File: config.mk
export PLATFORM = sky130hd
export DESIGN_NAME = spi_cmd_shifter
export DESIGN_NICKNAME = d
export VERILOG_FILES = /design/src/rtl/spi_cmdsh_pkg.sv /design/src/rtl/spi_cmdsh_regs.sv /design/src/rtl/spi_cmdsh_ctrl.sv /design/src/rtl/spi_cmdsh_dp.sv /design/src/rtl/spi_cmd_shifter.sv
export SDC_FILE = /design/constraint.sdc
export NUM_CORES = 1
export LEC_CHECK = 0
export CAP_MARGIN = 10
export CORE_ASPECT_RATIO = 0.9
export CORE_MARGIN = 2
export CORE_UTILIZATION = 48
export CTS_CLUSTER_DIAMETER = 150
export CTS_CLUSTER_SIZE = 40
export DETAILED_ROUTE_END_ITERATION = 7
export RECOVER_POWER = 100
export SYNTH_ARGS = -nofsm -noshare
export SYNTH_HDL_FRONTEND = slang
export SYNTH_HIERARCHICAL = 1
export SYNTH_SLANG_ARGS = --single-unit
File: constraint.sdc
create_clock -name clk -period 3 [get_ports clk]
set_input_delay 0.6 -clock clk [delete_from_list [all_inputs] [get_ports clk]]
set_output_delay 0.6 -clock clk [all_outputs]
set_load 0.05 [all_outputs]
File: src/rtl/spi_cmdsh_pkg.sv
package spi_cmdsh_pkg;
  localparam int BYTE_W  = 8;
  localparam int RUN_BIT = 2;
  localparam int SRW_BIT = 5;

  typedef struct packed {
    logic load;
    logic rise;
    logic fall;
    logic finish;
  } shStrobe_t;

  typedef enum logic [2:0] {
    ST_IDLE,
    ST_LEAD,
    ST_HIGH,
    ST_LOW,
    ST_TRAIL
  } shState_t;
endpackage

File: src/rtl/spi_cmdsh_regs.sv
module spi_cmdsh_regs
  import spi_cmdsh_pkg::*;
#(
  parameter int AW       = 5,
  parameter int DW       = 8,
  parameter int TX_SLOTS = 6,
  parameter int RX_SLOTS = 10
) (
  input  logic                       clk,
  input  logic                       rstN,
  input  logic                       regWe,
  input  logic [AW-1:0]              regAddr,
  input  logic [DW-1:0]              regWrData,
  output logic [DW-1:0]              regRdData,
  input  logic                       startPulse,
  input  logic [RX_SLOTS*BYTE_W-1:0] rxBank,
  output logic [TX_SLOTS*BYTE_W-1:0] txBank,
  output logic [DW-1:0]              bitCount,
  output logic                       launch,
  input  logic                       done,
  output logic                       irqOut
);
  localparam int CMD_ADDR = 0;
  localparam int CNT_ADDR = 1;
  localparam int TX_BASE  = 2;
  localparam int RX_BASE  = TX_BASE + TX_SLOTS;
  localparam int IEN_ADDR = RX_BASE + RX_SLOTS;
  localparam int IST_ADDR = IEN_ADDR + 1;

  logic [DW-1:0] cmdQ;
  logic [DW-1:0] cntQ;
  logic          ienQ;
  logic          istQ;
  logic          busy;
  logic          cmdWr;
  logic          reqStat;
  logic          reqProg;
  logic          launchStat;

  assign busy       = cmdQ[RUN_BIT] | cmdQ[SRW_BIT];
  assign cmdWr      = regWe && (regAddr == AW'(CMD_ADDR));
  assign reqStat    = cmdWr && regWrData[SRW_BIT];
  assign reqProg    = (cmdWr && regWrData[RUN_BIT]) || startPulse;
  assign launch     = !busy && (cntQ != '0) && (reqStat || reqProg);
  assign launchStat = launch && reqStat;
  assign bitCount   = cntQ;
  assign irqOut     = istQ;

  always_ff @(posedge clk or negedge rstN) begin
    if (!rstN) begin
      cmdQ <= '0;
    end else if (done) begin
      cmdQ <= '0;
    end else if (launch) begin
      cmdQ          <= '0;
      cmdQ[SRW_BIT] <= launchStat;
      cmdQ[RUN_BIT] <= !launchStat;
    end
  end

  always_ff @(posedge clk or negedge rstN) begin
    if (!rstN) begin
      cntQ <= '0;
      ienQ <= 1'b0;
    end else if (regWe) begin
      if (regAddr == AW'(CNT_ADDR)) cntQ <= regWrData;
      if (regAddr == AW'(IEN_ADDR)) ienQ <= regWrData[SRW_BIT];
    end
  end

  always_ff @(posedge clk or negedge rstN) begin
    if (!rstN) begin
      istQ <= 1'b0;
    end else if (done && cmdQ[SRW_BIT] && ienQ) begin
      istQ <= 1'b1;
    end else if (regWe && regAddr == AW'(IST_ADDR) && regWrData[SRW_BIT]) begin
      istQ <= 1'b0;
    end
  end

  for (genvar g = 0; g < TX_SLOTS; g++) begin : gTxSlot
    logic [BYTE_W-1:0] slotQ;
    always_ff @(posedge clk or negedge rstN) begin
      if (!rstN) begin
        slotQ <= '0;
      end else if (regWe && regAddr == AW'(TX_BASE + g)) begin
        slotQ <= regWrData[BYTE_W-1:0];
      end
    end
    assign txBank[g*BYTE_W +: BYTE_W] = slotQ;
  end

  always_comb begin
    regRdData = '0;
    if (regAddr == AW'(CMD_ADDR)) regRdData = cmdQ;
    if (regAddr == AW'(CNT_ADDR)) regRdData = cntQ;
    if (regAddr == AW'(IEN_ADDR)) regRdData[SRW_BIT] = ienQ;
    if (regAddr == AW'(IST_ADDR)) regRdData[SRW_BIT] = istQ;
    for (int i = 0; i < TX_SLOTS; i++) begin
      if (regAddr == AW'(TX_BASE + i)) regRdData = DW'(txBank[i*BYTE_W +: BYTE_W]);
    end
    for (int i = 0; i < RX_SLOTS; i++) begin
      if (regAddr == AW'(RX_BASE + i)) regRdData = DW'(rxBank[i*BYTE_W +: BYTE_W]);
    end
  end


  done_clr_chk: assert property (@(posedge clk) disable iff (!rstN)
    done |=> (cmdQ == '0));


  busy_hold_chk: assert property (@(posedge clk) disable iff (!rstN)
    (busy && !done) |=> $stable(cmdQ));


  irq_set_chk: assert property (@(posedge clk) disable iff (!rstN)
    $rose(istQ) |-> $past(done && cmdQ[SRW_BIT] && ienQ));
endmodule

File: src/rtl/spi_cmdsh_ctrl.sv
module spi_cmdsh_ctrl
  import spi_cmdsh_pkg::*;
#(
  parameter int DW       = 8,
  parameter int SCK_HALF = 2
) (
  input  logic          clk,
  input  logic          rstN,
  input  logic          launch,
  input  logic [DW-1:0] bitCount,
  output shStrobe_t     strobe,
  output logic          sckOut,
  output logic          csNOut,
  output logic          done
);
  localparam int HW = $clog2(2 * SCK_HALF) + 1;

  shState_t      state;
  logic [HW-1:0] tick;
  logic [DW-1:0] remain;
  logic          sckQ;
  logic          csNQ;
  logic          halfEnd;
  logic          fullEnd;

  assign halfEnd = (tick == HW'(SCK_HALF - 1));
  assign fullEnd = (tick == HW'(2 * SCK_HALF - 1));

  always_comb begin
    strobe.load   = launch && (state == ST_IDLE);
    strobe.rise   = ((state == ST_LEAD) && fullEnd) || ((state == ST_LOW) && halfEnd);
    strobe.fall   = (state == ST_HIGH) && halfEnd;
    strobe.finish = (state == ST_TRAIL) && fullEnd;
  end

  assign done   = strobe.finish;
  assign sckOut = sckQ;
  assign csNOut = csNQ;

  always_ff @(posedge clk or negedge rstN) begin
    if (!rstN) begin
      state  <= ST_IDLE;
      tick   <= '0;
      remain <= '0;
      sckQ   <= 1'b0;
      csNQ   <= 1'b1;
    end else begin
      case (state)
        ST_IDLE: begin
          tick <= '0;
          if (launch) begin
            state  <= ST_LEAD;
            csNQ   <= 1'b0;
            remain <= bitCount;
          end
        end
        ST_LEAD: begin
          if (fullEnd) begin
            state <= ST_HIGH;
            sckQ  <= 1'b1;
            tick  <= '0;
          end else begin
            tick <= tick + 1'b1;
          end
        end
        ST_HIGH: begin
          if (halfEnd) begin
            sckQ   <= 1'b0;
            tick   <= '0;
            remain <= remain - 1'b1;
            state  <= (remain == DW'(1)) ? ST_TRAIL : ST_LOW;
          end else begin
            tick <= tick + 1'b1;
          end
        end
        ST_LOW: begin
          if (halfEnd) begin
            sckQ  <= 1'b1;
            tick  <= '0;
            state <= ST_HIGH;
          end else begin
            tick <= tick + 1'b1;
          end
        end
        ST_TRAIL: begin
          if (fullEnd) begin
            csNQ  <= 1'b1;
            tick  <= '0;
            state <= ST_IDLE;
          end else begin
            tick <= tick + 1'b1;
          end
        end
        default: begin
          state <= ST_IDLE;
          sckQ  <= 1'b0;
          csNQ  <= 1'b1;
          tick  <= '0;
        end
      endcase
    end
  end

  // Checker-only bookkeeping: rising edges seen against the latched length
  logic [DW:0]   riseSeen;
  logic [DW-1:0] lenQ;
  always_ff @(posedge clk or negedge rstN) begin
    if (!rstN) begin
      riseSeen <= '0;
      lenQ     <= '0;
    end else if (strobe.load) begin
      riseSeen <= '0;
      lenQ     <= bitCount;
    end else if (strobe.rise) begin
      riseSeen <= riseSeen + 1'b1;
    end
  end


  sck_cs_chk: assert property (@(posedge clk) disable iff (!rstN)
    sckQ |-> !csNQ);


  idle_pins_chk: assert property (@(posedge clk) disable iff (!rstN)
    (state == ST_IDLE) |-> (csNQ && !sckQ));


  edge_count_chk: assert property (@(posedge clk) disable iff (!rstN)
    strobe.finish |-> (riseSeen == {1'b0, lenQ}));


  zero_len_chk: assert property (@(posedge clk) disable iff (!rstN)
    launch |-> (bitCount != '0));
endmodule

File: src/rtl/spi_cmdsh_dp.sv
module spi_cmdsh_dp
  import spi_cmdsh_pkg::*;
#(
  parameter int TX_SLOTS = 6,
  parameter int RX_SLOTS = 10
) (
  input  logic                       clk,
  input  logic                       rstN,
  input  shStrobe_t                  strobe,
  input  logic [TX_SLOTS*BYTE_W-1:0] txBank,
  input  logic                       misoIn,
  output logic                       mosiOut,
  output logic [RX_SLOTS*BYTE_W-1:0] rxBank
);
  localparam int TXB = TX_SLOTS * BYTE_W;
  localparam int RXB = RX_SLOTS * BYTE_W;

  logic [TXB-1:0] txShift;
  logic [RXB-1:0] rxQ;

  always_ff @(posedge clk or negedge rstN) begin
    if (!rstN) begin
      txShift <= '0;
    end else if (strobe.load) begin
      txShift <= txBank;
    end else if (strobe.fall) begin
      txShift <= {txShift[TXB-2:0], 1'b0};
    end else if (strobe.finish) begin
      txShift <= '0;
    end
  end

  always_ff @(posedge clk or negedge rstN) begin
    if (!rstN) begin
      rxQ <= '0;
    end else if (strobe.rise) begin
      rxQ <= {rxQ[RXB-2:0], misoIn};
    end
  end

  assign mosiOut = txShift[TXB-1];
  assign rxBank  = rxQ;


  rx_entry_chk: assert property (@(posedge clk) disable iff (!rstN)
    strobe.rise |=> (rxQ[0] == $past(misoIn)));
endmodule

File: src/rtl/spi_cmd_shifter.sv
module spi_cmd_shifter
  import spi_cmdsh_pkg::*;
#(
  parameter int AW       = 5,
  parameter int DW       = 8,
  parameter int TX_SLOTS = 6,
  parameter int RX_SLOTS = 10,
  parameter int SCK_HALF = 2
) (
  input  logic          clk,
  input  logic          rstN,
  input  logic          regWe,
  input  logic [AW-1:0] regAddr,
  input  logic [DW-1:0] regWrData,
  output logic [DW-1:0] regRdData,
  input  logic          startPulse,
  output logic          sckOut,
  output logic          csNOut,
  output logic          mosiOut,
  input  logic          misoIn,
  output logic          irqOut
);
  logic [TX_SLOTS*BYTE_W-1:0] txBank;
  logic [RX_SLOTS*BYTE_W-1:0] rxBank;
  logic [DW-1:0]              bitCount;
  logic                       launch;
  logic                       done;
  shStrobe_t                  strobe;

  spi_cmdsh_regs #(
    .AW(AW), .DW(DW), .TX_SLOTS(TX_SLOTS), .RX_SLOTS(RX_SLOTS)
  ) uRegs (
    .clk(clk), .rstN(rstN), .regWe(regWe), .regAddr(regAddr),
    .regWrData(regWrData), .regRdData(regRdData), .startPulse(startPulse),
    .rxBank(rxBank), .txBank(txBank), .bitCount(bitCount),
    .launch(launch), .done(done), .irqOut(irqOut)
  );

  spi_cmdsh_ctrl #(
    .DW(DW), .SCK_HALF(SCK_HALF)
  ) uCtrl (
    .clk(clk), .rstN(rstN), .launch(launch), .bitCount(bitCount),
    .strobe(strobe), .sckOut(sckOut), .csNOut(csNOut), .done(done)
  );

  spi_cmdsh_dp #(
    .TX_SLOTS(TX_SLOTS), .RX_SLOTS(RX_SLOTS)
  ) uDp (
    .clk(clk), .rstN(rstN), .strobe(strobe), .txBank(txBank),
    .misoIn(misoIn), .mosiOut(mosiOut), .rxBank(rxBank)
  );
endmodule

==> results.py <==
metrics = {
    "global_route": {
        "gr-usage-all-layers": 0.250,
        "grt_pass1_vias": 7719,
        "grt_max_degree": 96,
        "grt_pass1_wl_um": 46200,
        "overflow": 0,
        "grt_antenna_before_repair": 0,
    },
    "placed_design": {
        "io_buffer_count": 29,
        "gp_congestion": 0.961,
        "hpwl_um": 21700,
    },
    "final_layout": {
        "syn_to_final_growth_pct": 15.4,
        "multi_input_area_um2": 5280,
        "num-fill-cells": 1938,
        "seq_area_um2": 5110,
        "antenna_cells": 0,
        "drive_above_1_share": 0.285,
        "nets": 1103,
    },
    "timing": {
        "slew_headroom": -0.388,
        "fmax_ghz": 0.335,
        "setup_violations": 0,
        "period_share": 0.995,
        "finalCriticalPeriod_ns": 2.98,
        "fin_worst_skew_ns": 0.0616,
        "slew_violations": 105,
        "rsz0062_at_grt": "yes",
        "finalHoldViolCount": 0,
        "tightest_slew_ns": 2.08,
        "fin_tns_setup_ns": 0,
        "hold_slack_ns": 0.0612,
    },
    "cts": {
        "clk_latency_ns": 0.49,
        "cts_made_buffers": 9,
        "cts_max_path_buffers": 3,
        "cts-root-buf": "clkbuf_16",
        "cts_tree": "yes",
        "cts_hold_buffers": 0,
        "clock_sinks": 204,
        "clkTransAtPathRegs_ns": 0.14,
        "htreeDepth": 1,
    },
    "route": {
        "avgViaCountPerCell": 5.87,
        "drt_wl_total_um": 29300,
        "wire_per_inst_um": 21.4,
        "drt_iter0_drc": 664,
        "via_count": 8040,
        "first_pass_iters": 5,
        "dr_wl_met3_um": 1480,
        "top_layer_used": "met4",
        "met2_length_um": 12300,
        "ant_nets": 0,
        "met1_length_um": 15100,
        "post-route-drc-count": 0,
    },
    "setup_path": {
        "cp_cell_sequence": "buf_8 -> or4b_4 -> o21bai_1 -> a22o_1 -> a221oi_2 -> a2bb2oi_2 -> buf_12",
        "rr_startpoint": "uCtrl/tick[0]$_DFF_PN0_",
        "endpoint_kind": "output pin",
        "cp_num_buf_inv": 2,
        "crit_arrival_ns": 2.38,
        "critPathKind": "input port to output pin",
        "crit_fanout": 4,
        "startpoint": "regAddr[2]",
        "required_ns": 2.40,
        "setup.worst_path.start_class": "input port",
        "worst_path_largest_cell_delay_ns": 0.54,
        "path_delay_family": "compound AO/OA/AOI/OAI gates",
        "r2r_setup_slack_ns": 0.37,
        "crit_slowest_cell": "or4b_4",
    },
    "hold_path": {
        "hold_path.class": "input port to asynchronous set/reset pin",
    },
    "die": {
        "core_area_um2": 21800,
        "io_pins": 30,
        "fp.dieW_um": 162,
        "die_h_um": 146,
        "start_util": 0.493,
        "rows": 51,
        "dieArea_um2": 23500,
    },
    "yosys": {
        "synth-edff-count": 0,
        "syn_area_um2": 10700,
        "synth_cell_types": 72,
        "ys.flop_type": "dfrtp_1",
        "synth_area_leader_cell": "dfrtp_1",
        "ys_seq_elements": 204,
        "syn_nets": 1016,
        "synth_top_area_share": 0.474,
        "synthCells": 992,
        "synthTopCellsByArea": "dfrtp_1, mux2_2, a21oi_1",
        "yosysMostFrequentCell": "dfrtp_1",
        "ys_warn_count": 6,
        "synth.yosys.seq_area_share": 0.476,
        "postSynth.asyncResetShare": 1.00,
        "syn_avg_cell_area_um2": 10.8,
        "synth_commonest_cells": "dfrtp_1, mux2_2, a21oi_1, nor2b_1, or3b_1",
    },
    "flow_run": {
        "drv_cap": 2,
    },
    "pwr": {
        "ir_drop_v": 0.000999,
        "power.total_mw": 7.71,
        "power.density_nw_per_um2": 623,
        "leakagePower_nw": 5.55,
    },
    "outcome": {
        "violations": "capacitance limit, slew limit",
        "status": "finished, violations left",
    },
}
cell type report:
type | instances | share of cell area
clock buffers | 10 | 0.0185
clock inverters | 1 | 0.00243
inverters | 10 | 0.00303
multi-input cells | 702 | 0.427
flip-flops and latches | 204 | 0.413
well taps | 291 | 0.0294
repair buffers | 152 | 0.107
stage by stage:
step	cells	setup WS (ns)	instance area, um^2	utilization
2_1_floorplan	992	0.00365	10700	-
3_3_place_gp	1357	-0.526	12100	0.558
3_5_place_dp	1357	-0.502	12100	0.558
4_1_cts	1368	-0.00216	12400	0.572
5_1_grt	1370	-0.0441	12400	0.568
6_report	1370	0.0164	12400	0.568
power by group:
part           total [mW]  internal [mW]  leakage (nW)  switching [mW]
logic                2.47           1.18          2.75            1.29
clock network        1.43          0.572         0.123           0.860
registers            3.81           3.34          2.68           0.469
total                7.71           5.08          5.55            2.62
routing by layer:
layer / global-route usage / vias up
met3: 0.0294 / 23
met5: 0 / -
met4: 0.0326 / 0
li1: - / 3814
met2: 0.359 / 171
met1: 0.411 / 4032
final timing paths:
path / to / depth (start not counted)
worst max-delay path: regRdData[1] / 7
worst min-delay path: uDp/txShift[26]$_DFFE_PN0P_ / 1
worst max register to register: uDp/rxBank[77]$_DFFE_PN0P_ / 6
worst min register to register: uCtrl/tick[0]$_DFF_PN0_ / 1
max in group asynchronous: uRegs/gTxSlot[5].slotQ[5]$_DFFE_PN0P_ / 2
min in group clk: uCtrl/tick[0]$_DFF_PN0_ / 1
state kept, by name, indices dropped and copies added, names as in the netlist:
name and count:
uDp/rxBank 80, uDp/txShift 48, uRegs/gTxSlot.slotQ 48, uCtrl/remain 8, uRegs/bitCount 8, uCtrl/state 3
uCtrl/tick 3, uRegs/cmdQ 2, uCtrl/csNOut 1, uCtrl/sckOut 1, uRegs/ienQ 1, uRegs/irqOut 1
placed cells by master, fill, tap and decap left out, types with 20 or more instances in the layout:
cell,count
dfrtp_1,203
mux2_2,142
a21oi_1,130
buf_4,90
nor2b_1,57
or3b_1,48
nor2_1,44
nand2_1,32
o21ai_0,28
mux2i_1,20
worst reg2reg max path, cell delays in order, from the launching register on:
cell and delay [ns]:
dfrtp_1 0.38, ha_1 0.18, ha_1 0.33, a21oi_1 0.11, nor3b_1 0.20, clkbuf_4 0.86
mux2_2 0.52
what timing repair did:
action | in CTS | in global routing
setup endpoints to repair | 8 | 6
resized for setup | 39 | 10
pin swaps | 13 | 4
buffers inserted | 0 | 2
logic make-up (layout without fill, tap and decap cells):
logic type | Yosys count | count (layout) | share of synthesized area
buf+inv | 86 | 173 | 0.0395
compound gates | 263 | 263 | 0.154
simple gates | 271 | 271 | 0.155
mux | 162 | 162 | 0.168
fa+ha+maj | 6 | 6 | 0.00700
flops | 204 | 204 | 0.476
Power figures use the tool's default switching activity.
